==> src/rtl/alu32_flags.sv <==
module alu32_flags #(
  parameter int W   = 32,
  parameter int IMW = 8
) (
  input  logic [3:0]     op_i,
  input  logic           imm_sel_i,
  input  logic [W-1:0]   a_i,
  input  logic [W-1:0]   b_i,
  input  logic [IMW-1:0] imm_i,
  input  logic           carry_i,
  output logic [W-1:0]   res_o,
  output logic           z_o,
  output logic           n_o,
  output logic           c_o,
  output logic           z_we_o,
  output logic           n_we_o,
  output logic           c_we_o
);
  localparam logic [3:0] OP_ADD = 4'd0;
  localparam logic [3:0] OP_SUB = 4'd1;
  localparam logic [3:0] OP_AND = 4'd2;
  localparam logic [3:0] OP_OR  = 4'd3;
  localparam logic [3:0] OP_XOR = 4'd4;
  localparam logic [3:0] OP_SHL = 4'd5;
  localparam logic [3:0] OP_SHR = 4'd6;
  localparam logic [3:0] OP_ROL = 4'd7;
  localparam logic [3:0] OP_ROR = 4'd8;
  localparam int         EXT    = W - IMW;

  logic [W-1:0] imm_ext, opb, opb_adj;
  logic [W:0]   sum;
  logic         is_sub, defined, carry_new;

  assign imm_ext = {{EXT{imm_i[IMW-1]}}, imm_i};
  assign opb     = imm_sel_i ? imm_ext : b_i;

  // one adder serves add and subtract; subtract adds the inverse plus one
  assign is_sub  = (op_i == OP_SUB);
  assign opb_adj = opb ^ {W{is_sub}};
  assign sum     = {1'b0, a_i} + {1'b0, opb_adj} + {{W{1'b0}}, is_sub};

  always_comb begin
    res_o     = '0;
    carry_new = carry_i;
    defined   = 1'b1;
    c_we_o    = 1'b1;
    unique case (op_i)
      OP_ADD: begin res_o = sum[W-1:0]; carry_new = sum[W];  end
      OP_SUB: begin res_o = sum[W-1:0]; carry_new = ~sum[W]; end
      OP_AND: begin res_o = a_i & opb;  c_we_o = 1'b0; end
      OP_OR:  begin res_o = a_i | opb;  c_we_o = 1'b0; end
      OP_XOR: begin res_o = a_i ^ opb;  c_we_o = 1'b0; end
      OP_SHL: begin res_o = {a_i[W-2:0], 1'b0};    carry_new = a_i[W-1]; end
      OP_SHR: begin res_o = {1'b0, a_i[W-1:1]};    carry_new = a_i[0];   end
      OP_ROL: begin res_o = {a_i[W-2:0], carry_i}; carry_new = a_i[W-1]; end
      OP_ROR: begin res_o = {carry_i, a_i[W-1:1]}; carry_new = a_i[0];   end
      default: begin defined = 1'b0; c_we_o = 1'b0; end
    endcase
  end

  assign z_o    = ~|res_o;
  assign n_o    = res_o[W-1];
  assign c_o    = carry_new;
  assign z_we_o = defined;
  assign n_we_o = defined;
endmodule


==> config.mk <==
export PLATFORM = sky130hd
export DESIGN_NAME = alu32_flags
export DESIGN_NICKNAME = d
export VERILOG_FILES = /design/src/rtl/alu32_flags.sv
export SDC_FILE = /design/constraint.sdc
export NUM_CORES = 1
export LEC_CHECK = 0
export BUFFER_PORTS_ARGS = -buffer_cell sky130_fd_sc_hd__buf_2
export CAP_MARGIN = 10
export CORE_MARGIN = 3
export CORE_UTILIZATION = 59
export DETAILED_ROUTE_END_ITERATION = 16
export PLACE_DENSITY = 0.86
export SETUP_SLACK_MARGIN = 0.2
export SYNTH_ARGS = -nofsm -noshare
export SYNTH_HDL_FRONTEND = slang
export SYNTH_SLANG_ARGS = --single-unit
==> constraint.sdc <==
create_clock -name vclk -period 8.95
set_input_delay 0.895 -clock vclk [all_inputs]
set_output_delay 0.895 -clock vclk [all_outputs]
set_load 0.03 [all_outputs]
==> results of run 1 <==
[layer usage]
layer | vias up | wire length, um | global-route usage, %
met1 | 2933 | 7500 | 50.9
met5 | - | 0 | 0
met4 | 0 | 604 | 9.98
met3 | 70 | 2440 | 4.93
met2 | 470 | 8380 | 59.6
li1 | 2899 | - | -
[cell families (layout without fill, tap and decap cells)]
group	after synthesis	count (layout)	synth area share, %
AOI/OAI and AO/OA	264	264	34.5
and+or+nand+nor	200	200	20.4
buffers and inverters	123	198	9.41
adders and majority gates	99	99	24.8
xor gates and xnor gates	47	47	8.19
muxes	13	13	2.69
[worst max-delay path by stage]
stage,start,end,slack [ps],cells after the start
final,op_i[2],z_o,2170,14
after global routing,op_i[2],z_o,1920,16
after CTS,op_i[2],z_o,2330,15
after detailed placement,op_i[2],z_o,2350,15
after global placement,op_i[2],z_o,2320,15
after floorplan,op_i[2],z_o,2860,16
[worst min-delay path, cell delays in order]
cell,delay (ps)
buf_2,120
inv_1,50
o221ai_1,90
buf_2,190
[area by class of cell]
class | count | area, um^2
Multi-Input combinational cell | 623 | 4570
Fill cell | 745 | 2640
Timing Repair Buffer | 125 | 648
Inverter | 73 | 274
Tap cell | 105 | 131
[where the power goes]
part	internal (W)	total, W	switching [W]	leakage [nW]
combinational	0.000162	0.000459	0.000297	2.82
sequential	0	0	0	0
clock	0	0	0	0
[metrics by stage]
stage / instance area (um^2) / hold slack, ps / std cells
6_report: 5620 / 2240 / 926
5_1_grt: 5620 / 2290 / 926
4_1_cts: 5620 / 2230 / 926
3_5_place_dp: 5620 / 2230 / 926
3_3_place_gp: 5620 / 2220 / 926
2_1_floorplan: 5030 / 2060 / 746
[layout by cell type (no fill, tap or decap), types with 9 or more instances in the layout]
cell type and n:
nand3_1 13, a222oi_1 9, nor2b_1 10, nor3_1 19
a22oi_1 13, a221oi_1 9, buf_4 9, mux2i_1 12
nand4_1 10, a21o_1 9, xnor2_1 11, nor4_1 9
o211ai_1 12, xor2_1 36, inv_1 72, ha_1 98
nand2_1 57, buf_2 116, nor2_1 36, a21oi_1 84
o21ai_0 45
==> flow_metrics.py, run 1 <==
metrics = {
    "run_status": {
        "outcome": "finished clean",
    },
    "clocking": {
        "cts_resized": 0,
        "cts_hold_buf": 0,
        "cts_setup_buffers": 0,
    },
    "logic_synthesis": {
        "yosys.area.top_type": "ha_1",
        "ys_seq_area_share_pct": 0,
        "yosys_warnings": 0,
        "synthDistinctLibCells": 66,
        "avgSynthCellArea_um2": 6.74,
        "syn-cell-area_um2": 5030,
        "syn_nets": 923,
        "ys_top_cells_by_count": "ha_1, a21oi_1, inv_1, nand2_1, o21ai_0",
        "synth_top_cell_area_share_pct": 24.4,
        "synthTopCellsByArea": "ha_1, a21oi_1, xor2_1",
        "netlist_instances": 746,
        "synth_most_common_cell": "ha_1",
    },
    "finish": {
        "synthToLayoutAreaGrowth_pct": 11.8,
        "final_layout_size_suffix_gt1_share_pct": 16.9,
        "clockBufferCount": 0,
        "regArea_um2": 0,
        "diodes": 0,
        "seq_cells": 0,
        "final_nets": 1000,
        "fin_util_pct": 68.1,
    },
    "place": {
        "pre_cts_ws_ps": 2350,
        "routabilityCongestion": 1.07,
        "dp_hpwl_um": 14400,
        "portBuffers": 116,
    },
    "worst_hold_path": {
        "hold_depth": 4,
        "hold_end": "c_o",
        "hold_path.class": "in -> out",
        "holdCritStartpoint": "carry_i",
    },
    "timing": {
        "slew_violations": 0,
        "setup_viol_count_final": 0,
        "rsz0062_at_grt": "no",
        "period_minus_slack_ps": 6780,
        "fin_ws_ps": 2170,
        "slew_headroom_pct": 37.0,
        "fmax_mhz": 147,
        "tightest_slew_ps": 938,
        "finalHoldViolations": 0,
        "setup-tns-final_ps": 0,
        "fin_crit_sh_pct": 75.8,
    },
    "drt": {
        "ant_nets": 0,
        "vias_per_cell": 6.88,
        "first_pass_iters": 5,
        "wl_um": 18900,
        "vias": 6372,
        "drc": 0,
        "wl_per_cell_um": 20.4,
        "drtIter0Drc": 673,
    },
    "die": {
        "rows": 33,
        "die-area_um2": 9660,
        "ioPinCount": 116,
        "core_um2": 8260,
        "die_x_um": 98.3,
        "start_util_pct": 60.9,
        "die_h_um": 98.3,
    },
    "global_routing": {
        "grt_start_max_net_pins": 51,
        "grt_overflow": 0,
        "grt_pass1_vias": 6130,
        "grt_pass1_wl_um": 29900,
        "grt.total_usage_pct": 36.7,
        "antenna_found_initial": 0,
    },
    "critical_path": {
        "crit_top_cell": "buf_2",
        "critical_path.max_stage_delay_ps": 1050,
        "worst_setup_path_start_kind": "input pin",
        "cp_slowest_cell": "or4b_2",
        "path_max_fanout": 28,
        "cp-end-kind": "primary output",
        "cp_top_family": "compound AO/OA/AOI/OAI gates",
        "crit_buf_inv": 2,
        "cp.required_ps": 8060,
        "crit_chain": "buf_2 > or4b_2 > mux2_4 > fa_1 > nor2b_1 > o31ai_1 > a211o_1 > a211oi_1 > nor2_1 > o21ai_0 > xnor2_1 > o2111a_1 > and3_1 > buf_2",
        "crit_type": "in -> out",
        "arrival_ps": 5890,
    },
    "flow_run": {
        "drv_cap": 0,
    },
    "pwr": {
        "p_leak_nw": 2.82,
        "worst_ir_drop_vdd_uv": 53.9,
        "power.total_w": 0.000459,
        "p_per_area_nw_per_um2": 81.7,
    },
}
Note: power is estimated with default switching activity, not from simulation.
==> run 2: changes to the inputs <==
--- a/config.mk
+++ b/config.mk
@@ -8,9 +8,9 @@
 export BUFFER_PORTS_ARGS = -buffer_cell sky130_fd_sc_hd__buf_2
 export CAP_MARGIN = 10
 export CORE_MARGIN = 3
-export CORE_UTILIZATION = 59
+export CORE_UTILIZATION = 53
 export DETAILED_ROUTE_END_ITERATION = 16
-export PLACE_DENSITY = 0.86
+export PLACE_DENSITY = 0.82
 export SETUP_SLACK_MARGIN = 0.2
 export SYNTH_ARGS = -nofsm -noshare
 export SYNTH_HDL_FRONTEND = slang
==> constraint.sdc (replaced) <==
create_clock -name vclk -period 6.05
set_input_delay 0.605 -clock vclk [all_inputs]
set_output_delay 0.605 -clock vclk [all_outputs]
set_load 0.03 [all_outputs]
==> run 2 against run 1 <==
Net effect: combinational power increased by 48%; largest cell class unchanged; power increased by 48%; global-route usage decreased by 2.4 points; largest power group unchanged; highest routed layer unchanged.
==> flow_metrics.py, run 2 (same netlist as run 1, synthesis figures left out) <==
metrics = {
    "run_status": {
        "outcome": "finished clean",
    },
    "global_routing": {
        "grt_overflow": 0,
        "antenna_found_initial": 0,
        "grt.total_usage_pct": 34.4,
        "grt_pass1_wl_um": 29600,
        "grt_start_max_net_pins": 51,
        "grt_pass1_vias": 6033,
    },
    "timing": {
        "tightest_slew_ps": 1030,
        "slew_violations": 0,
        "rsz0062_at_grt": "no",
        "finalHoldViolations": 0,
        "slew_headroom_pct": 30.8,
        "fin_crit_sh_pct": 93.5,
        "period_minus_slack_ps": 5660,
        "fmax_mhz": 177,
        "setup_viol_count_final": 0,
        "setup-tns-final_ps": 0,
    },
    "finish": {
        "final_nets": 1008,
        "fin_util_pct": 63.8,
        "regArea_um2": 0,
        "synthToLayoutAreaGrowth_pct": 14.0,
        "nFillCells": 822,
        "layout_common_cells": "buf_2, ha_1, a21oi_1",
        "final_cells": 955,
        "clockBufferCount": 0,
        "diodes": 0,
        "seq_cells": 0,
        "layout_commonest_cell": "buf_2",
        "stdcell_area_um2": 5730,
        "final_layout_size_suffix_gt1_share_pct": 18.2,
    },
    "clocking": {
        "cts_hold_buf": 0,
        "cts_setup_buffers": 0,
        "cts_resized": 0,
    },
    "drt": {
        "drtIter0Drc": 554,
        "wl_per_cell_um": 19.6,
        "wl_um": 18800,
        "vias": 6307,
        "ant_nets": 0,
        "drc": 0,
        "first_pass_iters": 5,
        "vias_per_cell": 6.60,
    },
    "place": {
        "dpl_cell_area_um2": 5710,
        "dpl.cell_count": 955,
        "routabilityCongestion": 1.02,
        "dp_hpwl_um": 14400,
        "portBuffers": 116,
    },
    "worst_hold_path": {
        "hold_end": "c_o",
        "hold_depth": 4,
        "hold_path.class": "in -> out",
        "holdCritStartpoint": "carry_i",
    },
    "flow_run": {
        "drv_cap": 0,
    },
    "critical_path": {
        "crit_type": "in -> out",
        "worst_setup_path_start_kind": "input pin",
        "arrival_ps": 5050,
        "path_max_fanout": 18,
        "cp_slowest_cell": "or4b_2",
        "critical_path.max_stage_delay_ps": 760,
        "crit_chain": "buf_2 > or4b_2 > buf_4 > xor2_1 > ha_1 > nand4_1 > a211o_1 > a211oi_1 > nor2_1 > nand4_1 > nand3_1 > nor4b_1 > o2111a_1 > and3_1 > buf_2",
        "cp_top_family": "simple AND/OR/NAND/NOR gates",
        "cp.required_ps": 5440,
        "cp-end-kind": "primary output",
        "crit_buf_inv": 3,
    },
    "pwr": {
        "combPwrFrac_pct": 100.0,
        "p_per_area_nw_per_um2": 118,
        "swShare_pct": 64.0,
        "intPower_w": 0.000244,
        "seq_power_share_pct": 0,
        "clock_power_share_pct": 0,
        "p_leak_nw": 2.86,
        "p_sw_w": 0.000434,
        "worst_ir_drop_vdd_uv": 79.7,
    },
    "die": {
        "start_util_pct": 56.0,
        "rows": 34,
        "die_h_um": 103,
        "ioPinCount": 116,
        "core_um2": 8980,
        "die_x_um": 103,
        "die-area_um2": 10700,
    },
}
[run 2: changes by cell type in the layout (fill, tap and decap cells not counted), sizes merged]
cell	delta
buf	+8
[run 2: per-layer routing]
layer,up-vias,GRT usage [%],part of all wire [%]
met5,-,0,0
met4,0,13.0,3.9
met3,62,5.84,12
met2,402,54.6,44
met1,2932,46.3,40
li1,2911,-,-
[run 2: final cells by class]
type	instances	area [um^2]	share of cell area (%)
Timing Repair Buffer	133	708	12.4
Tap cell	126	158	2.75
Multi-Input combinational cell	623	4590	80.1
Inverter	73	274	4.78
[run 2: power groups by stage]
stage               sequential [W]  clock [W]  combinational (W)
global placement                 0          0           0.000638
finish                           0          0           0.000678
CTS                              0          0           0.000659
floorplan                        0          0           0.000471
detailed placement               0          0           0.000655
global route                     0          0           0.000741
[run 2: worst max path at each step]
stage               cells after the start  startpoint  slack, ps  end
finish                                 15     op_i[2]        390  z_o
global route                           16     op_i[2]        240  z_o
CTS                                    16     op_i[2]        400  z_o
detailed placement                     16     op_i[2]        410  z_o
global placement                       16     op_i[2]        450  z_o
floorplan                              16     op_i[2]        540  z_o
[run 2: per-stage QoR]
step                setup WS, ps  total power (W)  hold WS, ps
CTS                          400         0.000659         1660
global placement             446         0.000638         1650
finish                       393         0.000678         1660
detailed placement           412         0.000655         1660
global route                 242         0.000741         1700
floorplan                    543         0.000471         1480
